File: src/rtl/bitserial_eq_cmp_pkg.sv
package bitserial_eq_cmp_pkg;

  // Strobes sent from the control section to the datapath each clock.
  typedef struct packed {
    logic startWord;  // this clock opens a fresh word
    logic takeBit;    // this clock's bit pair enters the comparison
  } cmpStrobe_t;

endpackage

File: src/rtl/cmp_cell.sv
// One stage of an equality chain: passes "equal" on only if the
// incoming chain value is equal and both bits agree.
module cmp_cell (
  input  logic eqIn,
  input  logic aBit,
  input  logic bBit,
  output logic eqOut
);
  always_comb eqOut = eqIn & ~(aBit ^ bBit);
endmodule

File: src/rtl/cmp_datapath.sv
module cmp_datapath
  import bitserial_eq_cmp_pkg::*;
(
  input  logic       clk,
  input  cmpStrobe_t ctl,
  input  logic       xBit,
  input  logic       yBit,
  output logic       eqFlag
);
  logic chainIn;
  logic chainOut;

  // A word-opening clock feeds the cell with "equal" instead of the register.
  always_comb chainIn = ctl.startWord ? 1'b1 : eqFlag;

  cmp_cell u_cell (
    .eqIn  (chainIn),
    .aBit  (xBit),
    .bBit  (yBit),
    .eqOut (chainOut)
  );

  always_ff @(posedge clk) begin
    if (ctl.takeBit)        eqFlag <= chainOut;
    else if (ctl.startWord) eqFlag <= 1'b1;
  end
endmodule

File: src/rtl/cmp_control.sv
module cmp_control
  import bitserial_eq_cmp_pkg::*;
#(
  parameter int WORD_LEN = 8
) (
  input  logic       clk,
  input  logic       rstN,
  input  logic       bitValid,
  output cmpStrobe_t ctl,
  output logic       doneFlag
);
  localparam int CNT_W = $clog2(WORD_LEN + 1);
  localparam logic [CNT_W-1:0] LAST_IDX = CNT_W'(WORD_LEN - 1);
  localparam logic ONE_BIT_WORD = (WORD_LEN == 1);

  logic [CNT_W-1:0] bitCount;

  always_comb begin
    ctl.startWord = ~rstN;
    ctl.takeBit   = bitValid & (~rstN | ~doneFlag);
  end

  always_ff @(posedge clk) begin
    if (!rstN) begin
      bitCount <= bitValid ? CNT_W'(1) : '0;
      doneFlag <= bitValid & ONE_BIT_WORD;
    end else if (ctl.takeBit) begin
      bitCount <= bitCount + CNT_W'(1);
      doneFlag <= (bitCount == LAST_IDX);
    end
  end
endmodule

File: src/rtl/bitserial_eq_cmp.sv
module bitserial_eq_cmp
  import bitserial_eq_cmp_pkg::*;
#(
  parameter int WORD_LEN = 8
) (
  input  logic clk,
  input  logic rstN,
  input  logic bitValid,
  input  logic xBit,
  input  logic yBit,
  output logic isEqual,
  output logic wordDone
);
  cmpStrobe_t ctl;

  cmp_control #(.WORD_LEN(WORD_LEN)) u_ctrl (
    .clk      (clk),
    .rstN     (rstN),
    .bitValid (bitValid),
    .ctl      (ctl),
    .doneFlag (wordDone)
  );

  cmp_datapath u_dp (
    .clk    (clk),
    .ctl    (ctl),
    .xBit   (xBit),
    .yBit   (yBit),
    .eqFlag (isEqual)
  );
endmodule

File: config.mk
export PLATFORM = sky130hd
export DESIGN_NAME = bitserial_eq_cmp
export DESIGN_NICKNAME = d
export VERILOG_FILES = /design/src/rtl/bitserial_eq_cmp_pkg.sv /design/src/rtl/cmp_cell.sv /design/src/rtl/cmp_datapath.sv /design/src/rtl/cmp_control.sv /design/src/rtl/bitserial_eq_cmp.sv
export SDC_FILE = /design/constraint.sdc
export NUM_CORES = 1
export LEC_CHECK = 0
export CAP_MARGIN = 5
export CORE_AREA = 2 2 39 41
export CTS_CLUSTER_SIZE = 12
export DETAILED_ROUTE_END_ITERATION = 7
export DIE_AREA = 0 0 41 43
export PLACE_DENSITY_LB_ADDON = 0.25
export REMOVE_ABC_BUFFERS = 1
export SLEW_MARGIN = 20
export SYNTH_ARGS = -nofsm -noshare
export SYNTH_HDL_FRONTEND = slang
export SYNTH_SLANG_ARGS = --single-unit
File: constraint.sdc
create_clock -name clk -period 1.4 [get_ports clk]
set_input_delay 0.21 -clock clk [delete_from_list [all_inputs] [get_ports clk]]
set_output_delay 0.21 -clock clk [all_outputs]
set_load 0.005 [all_outputs]
==> results.toml, run 1 <==
[drt]
drcViolationCount = 0
drt_first_pass_iters = 2
antenna_left = 0
wirelength_um = 557
vias = 229
vias_per_cell = 4.404
avgRoutedWirePerCell_um = 10.71
drtIter0Drc = 2

[setup_path]
cp_slowest_stage_delay_ns = 0.52
crit_buf_inv = 1
worstPathCellList = "clkdlybuf4s50_1"
r2r_slack_ns = 0.18
cp_top_family = "buffers and inverters"
cpMaxStageDelayCell = "clkdlybuf4s50_1"
crit_arrival_ns = 1.13
ff2ff_path_depth = 3
r2r_end = "u_ctrl.bitCount[2]"
required_ns = 1.19
cp_max_fo = 4
end_kind = "output port"
r2r-start = "u_ctrl.bitCount[0]"
crit_path_start_kind = "register"
worstSetupPathType = "register to output port"

[sta]
hold_violations = 0
whs_ns = 0.4502
slew_violations = 0
timing.final.crit_share = 0.9548
fin_ws_ns = 0.06328
worstMarginPinSlew_ns = 0.1535
fin_skew_ns = 0.005956
finalSetupTns_ns = 0
slew_headroom = 0.8966
setup-violations-final = 0
rsz0062_at_grt = "false"
period_needed_ns = 1.337
fmax_mhz = 748.1

[power]
power.switching_uw = 104.1
pwr-share-seq = 0.497
combPwrFrac = 0.152
total_power_uw = 459.0
max-vdd-ir-drop_mv = 0.3383
p_sw_frac = 0.2268
p_clk_frac = 0.351
leakage_uw = 0.0001751
p_int_uw = 354.9
p_per_area_nw_per_um2 = 1136

[global_route]
grt.total_usage = 0.09384
antenna_found_initial = 0
grt_max_degree = 8
grt_pass1_wl_um = 966
grt_pass1_vias = 234
globalRouteOverflowTotal = 0

[floorplan]
coreArea_um2 = 1384
start_util = 0.2098
ios = 7
num_rows = 14
die-width_um = 41
die_area_um2 = 1763
die_h_um = 43

[layout]
final_cell_area_um2 = 404.1
seq_area_um2 = 160.2
antenna_cells = 0
n_fill_cell = 146
drive_above_1_share = 0.1667
layout_common_cells = "clkdlybuf4s50_1 (6), edfxtp_1 (4), clkbuf_4 (3), buf_4 (3)"
final_common_cell = "clkdlybuf4s50_1"
multiInputGateArea_um2 = 111.4
fin_nets = 44
area_delta_synth_final_pct = 39.22

[synthesis]
synth_area_leaders = "edfxtp_1 (41%), dfxtp_1 (14%), xor2_1 (6.0%)"
netlist.area_leader.share = 0.4138
synth_top_area_cell = "edfxtp_1"
avgSynthCellArea_um2 = 11.61
seq_area_frac_synth = 0.5517
synthCells = 25
syn_area_um2 = 290.3
ys_ff_latch = 6
yosys_warnings = 0
synth_cell_types = 17

[cts]
cts.htree.levels = 1
numCtsBuffers = 3
cts_buffer_depth = 2
cts_tree = "built"
cts-root-buf = "clkbuf_4"
cts_hold_buffers = 0
cts-resized-gates = 0
clk_pin_slew_ns = 0.05
clock_latency_ns = 0.25
clock-sinks = 6
postCtsSetupBuffers = 0

[flow_run]
cap_viol_max_count = 0

[min_path]
hold_class = "register to register"
holdPathEnd = "u_dp.eqFlag"
worstHoldStart = "u_dp.eqFlag"
hold_path_depth = 2

[status]
status = "finished clean"

[place]
place.gp.congestion = 0.6256
dp_slack_ns = 0.02641
dpl.hpwl_um = 408.1
portBuffers = 6
placed_cell_area_um2 = 381.6
[routing by layer]
layer	part of all wire	global-route usage	vias to the layer above
met4	0.022	0.08000	0
li1	-	-	110
met1	0.44	0.1046	108
met3	0.063	0.07853	2
met5	0	0	-
met2	0.47	0.1063	9
[synth_stat cells]
cell      count
mux2i_1       1
dfxtp_1       2
a32oi_1       1
edfxtp_1      4
nor2_1        1
o21ai_0       1
o21a_1        1
nand2b_1      1
xor2_1        2
nand3_1       1
buf_6         1
a21oi_1       1
and2_1        2
inv_1         2
and4b_1       1
nand2_1       2
ha_1          1
[kinds of logic (layout without fill, tap and decap cells)]
kind of cell	count (synthesis)	after routing	synth area share
compound gates	4	4	0.09050
xor+xnor	2	2	0.06036
fa+ha+maj	1	1	0.04310
buf+inv	3	14	0.06466
flops	6	6	0.5517
mux	1	1	0.03448
simple gates	8	8	0.1552
[through the flow]
step | util | std cells
final | 0.2920 | 52
after global routing | 0.2920 | 52
after detailed placement | 0.2758 | 49
after CTS | 0.2920 | 52
after floorplan | - | 24
after global placement | 0.2758 | 49
[power by group through the flow]
stage          clock [uW]  sequential, uW  combinational, uW
6_report              161             228               69.7
5_1_grt               194             230               77.5
4_1_cts               168             228               70.9
3_5_place_dp            0             231               70.5
3_3_place_gp            0             230               67.2
2_1_floorplan           0             228               31.6
[worst reg2reg max path, cell delays in order, from the launching register on]
cell,delay (ns)
edfxtp_1,0.41
ha_1,0.25
xor2_1,0.16
and2_1,0.15
[sequential cells by signal, summed over array words and instances (netlist names)]
register	flops
u_ctrl.bitCount	4
u_ctrl.doneFlag	1
u_dp.eqFlag	1
[how the worst max path moves through the flow]
| stage | from | endpoint | slack [ns] | cells after the start |
|---|---|---|---|---|
| final | u_ctrl.doneFlag | wordDone | 0.06 | 1 |
| after global routing | u_ctrl.doneFlag | wordDone | 0.007 | 1 |
| after CTS | u_ctrl.doneFlag | wordDone | 0.05 | 1 |
| after detailed placement | bitValid | u_ctrl.bitCount[1] | 0.03 | 4 |
| after global placement | bitValid | u_ctrl.bitCount[0] | 0.1 | 4 |
| after floorplan | u_ctrl.bitCount[0] | u_ctrl.bitCount[2] | 0.25 | 3 |
[final cells by class]
type / count / area share
clock buffers: 3 / 0.05573
well taps: 16 / 0.04954
multi-input cells: 16 / 0.2755
repair buffers: 9 / 0.2043
flip-flops and latches: 6 / 0.3963
inverters: 2 / 0.01858
Power figures use the tool's default switching activity.
==> run 2: changes to the inputs <==
--- a/config.mk
+++ b/config.mk
@@ -6,10 +6,10 @@
 export NUM_CORES = 1
 export LEC_CHECK = 0
 export CAP_MARGIN = 5
-export CORE_AREA = 2 2 39 41
+export CORE_AREA = 5 5 42 44
 export CTS_CLUSTER_SIZE = 12
 export DETAILED_ROUTE_END_ITERATION = 7
-export DIE_AREA = 0 0 41 43
+export DIE_AREA = 0 0 47 49
 export PLACE_DENSITY_LB_ADDON = 0.25
 export REMOVE_ABC_BUFFERS = 1
 export SLEW_MARGIN = 20
==> run 2 against run 1 <==
Compared with the run above: first-iteration DRC count increased by 50%; clock skew increased by 0.0020 ns; register-to-register slack about the same; critical path type unchanged.
==> results.toml, run 2 (synthesis results as in run 1) <==
[drt]
drtIter0Drc = 3
antenna_left = 0
avgRoutedWirePerCell_um = 10.21
vias = 212
drt_first_pass_iters = 2
drcViolationCount = 0
wirelength_um = 541
vias_per_cell = 4.000

[setup_path]
crit_path_start_kind = "register"
crit_arrival_ns = 1.12
cp_max_fo = 4
cpMaxStageDelayCell = "clkdlybuf4s50_1"
end_kind = "output port"
cp_top_family = "buffers and inverters"
crit_buf_inv = 1
cp_slowest_stage_delay_ns = 0.52
worstSetupPathType = "register to output port"
required_ns = 1.19
worstPathCellList = "clkdlybuf4s50_1"

[layout]
top_regs = "u_ctrl.bitCount x4, u_ctrl.doneFlag x1, u_dp.eqFlag x1"
antenna_cells = 0
n_fill_cell = 156
regMostFlops = "u_ctrl.bitCount"
drive_above_1_share = 0.1622
final_common_cell = "clkdlybuf4s50_1"
largest_register_ffs = 4
area_delta_synth_final_pct = 40.52
fin_nets = 44
final_cells = 53
layout_common_cells = "clkdlybuf4s50_1 (6), edfxtp_1 (4), clkbuf_4 (3), buf_4 (3)"

[power]
p_sw_frac = 0.2374
power.switching_uw = 114.0
total_power_uw = 480.0
max-vdd-ir-drop_mv = 0.3658
pwr-share-seq = 0.474
p_clk_frac = 0.380
leakage_uw = 0.0001763
p_int_uw = 366.1
p_per_area_nw_per_um2 = 1177
combPwrFrac = 0.146

[global_route]
antenna_found_initial = 0
grt_pass1_vias = 228
grt_max_degree = 7
grt.total_usage = 0.05595
grt_pass1_wl_um = 834
globalRouteOverflowTotal = 0

[place]
dpl.hpwl_um = 411.3
place.gp.congestion = 0.7149
dp.cells = 49
portBuffers = 6
dp_slack_ns = 0.08347

[sta]
fin_skew_ns = 0.007928
slew_headroom = 0.9133
worstMarginPinSlew_ns = 0.1265
rsz0062_at_grt = "false"
fin_ws_ns = 0.07059
slew_violations = 0
setup-violations-final = 0
hold_violations = 0
fmax_mhz = 752.2
period_needed_ns = 1.329
finalSetupTns_ns = 0
timing.final.crit_share = 0.9496

[cts]
cts_buffer_depth = 2
cts_hold_buffers = 0
cts.htree.levels = 1
cts-root-buf = "clkbuf_4"
cts-resized-gates = 0
numCtsBuffers = 3
cts_tree = "built"
clk_pin_slew_ns = 0.05
clock_latency_ns = 0.25
postCtsSetupBuffers = 0
clock-sinks = 6

[floorplan]
start_util = 0.2071
num_rows = 14
die_h_um = 49
die-width_um = 47
ios = 7
die_area_um2 = 2303
coreArea_um2 = 1401

[flow_run]
cap_viol_max_count = 0

[min_path]
hold_class = "register to register"

[status]
status = "finished clean"
==> run 2: cell types whose count changed in the layout (fill, tap and decap cells not counted), sizes merged <==
cell    previous run  this run
clkbuf             3         4
==> run 2: cell type report <==
cell class	count	area (um2)	area share
well taps	16	20.02	0.04908
flip-flops and latches	6	160.2	0.3926
inverters	2	7.507	0.01840
repair buffers	9	82.58	0.2025
clock buffers	4	26.28	0.06442
multi-input cells	16	111.4	0.2730
==> run 2: path summary, 6_finish.rpt <==
check                                   startpoint                  to  slack (ns)  cells past startpoint
worst max-delay path               u_ctrl.doneFlag            wordDone        0.07                      1
worst max register to register  u_ctrl.bitCount[0]  u_ctrl.bitCount[2]        0.19                      3
worst min-delay path                   u_dp.eqFlag         u_dp.eqFlag        0.45                      2
worst min register to register         u_dp.eqFlag         u_dp.eqFlag        0.45                      2
==> run 2: stage by stage <==
| step | hold WS [ns] | utilization | instance area [um2] |
|---|---|---|---|
| after detailed placement | 0.4388 | 0.2723 | 381.6 |
| after global routing | 0.4786 | 0.2911 | 407.9 |
| final | 0.4493 | 0.2911 | 407.9 |
| after CTS | 0.4521 | 0.2911 | 407.9 |
| after floorplan | 0.2941 | - | 279.0 |
| after global placement | 0.4364 | 0.2723 | 381.6 |
==> run 2: layer usage <==
metal | up-vias | routed length [um] | GRT usage
met5 | - | 0 | 0
met4 | 0 | 9 | 0.06912
met3 | 2 | 42 | 0.02583
met2 | 9 | 246 | 0.07014
met1 | 90 | 243 | 0.05817
li1 | 111 | - | -
==> run 2: worst reg2reg max path, stage by stage (launching register included) <==
cell and delay, ns:
edfxtp_1 0.41, ha_1 0.24, xor2_1 0.17, and2_1 0.15
==> run 2: power by group through the flow <==
| stage | Clock [uW] | Sequential [uW] | Combinational (uW) |
|---|---|---|---|
| after global routing | 202 | 229 | 76.3 |
| after global placement | 0 | 230 | 66.8 |
| final | 182 | 228 | 70.0 |
| after floorplan | 0 | 228 | 31.6 |
| after detailed placement | 0 | 231 | 70.0 |
| after CTS | 192 | 228 | 70.9 |
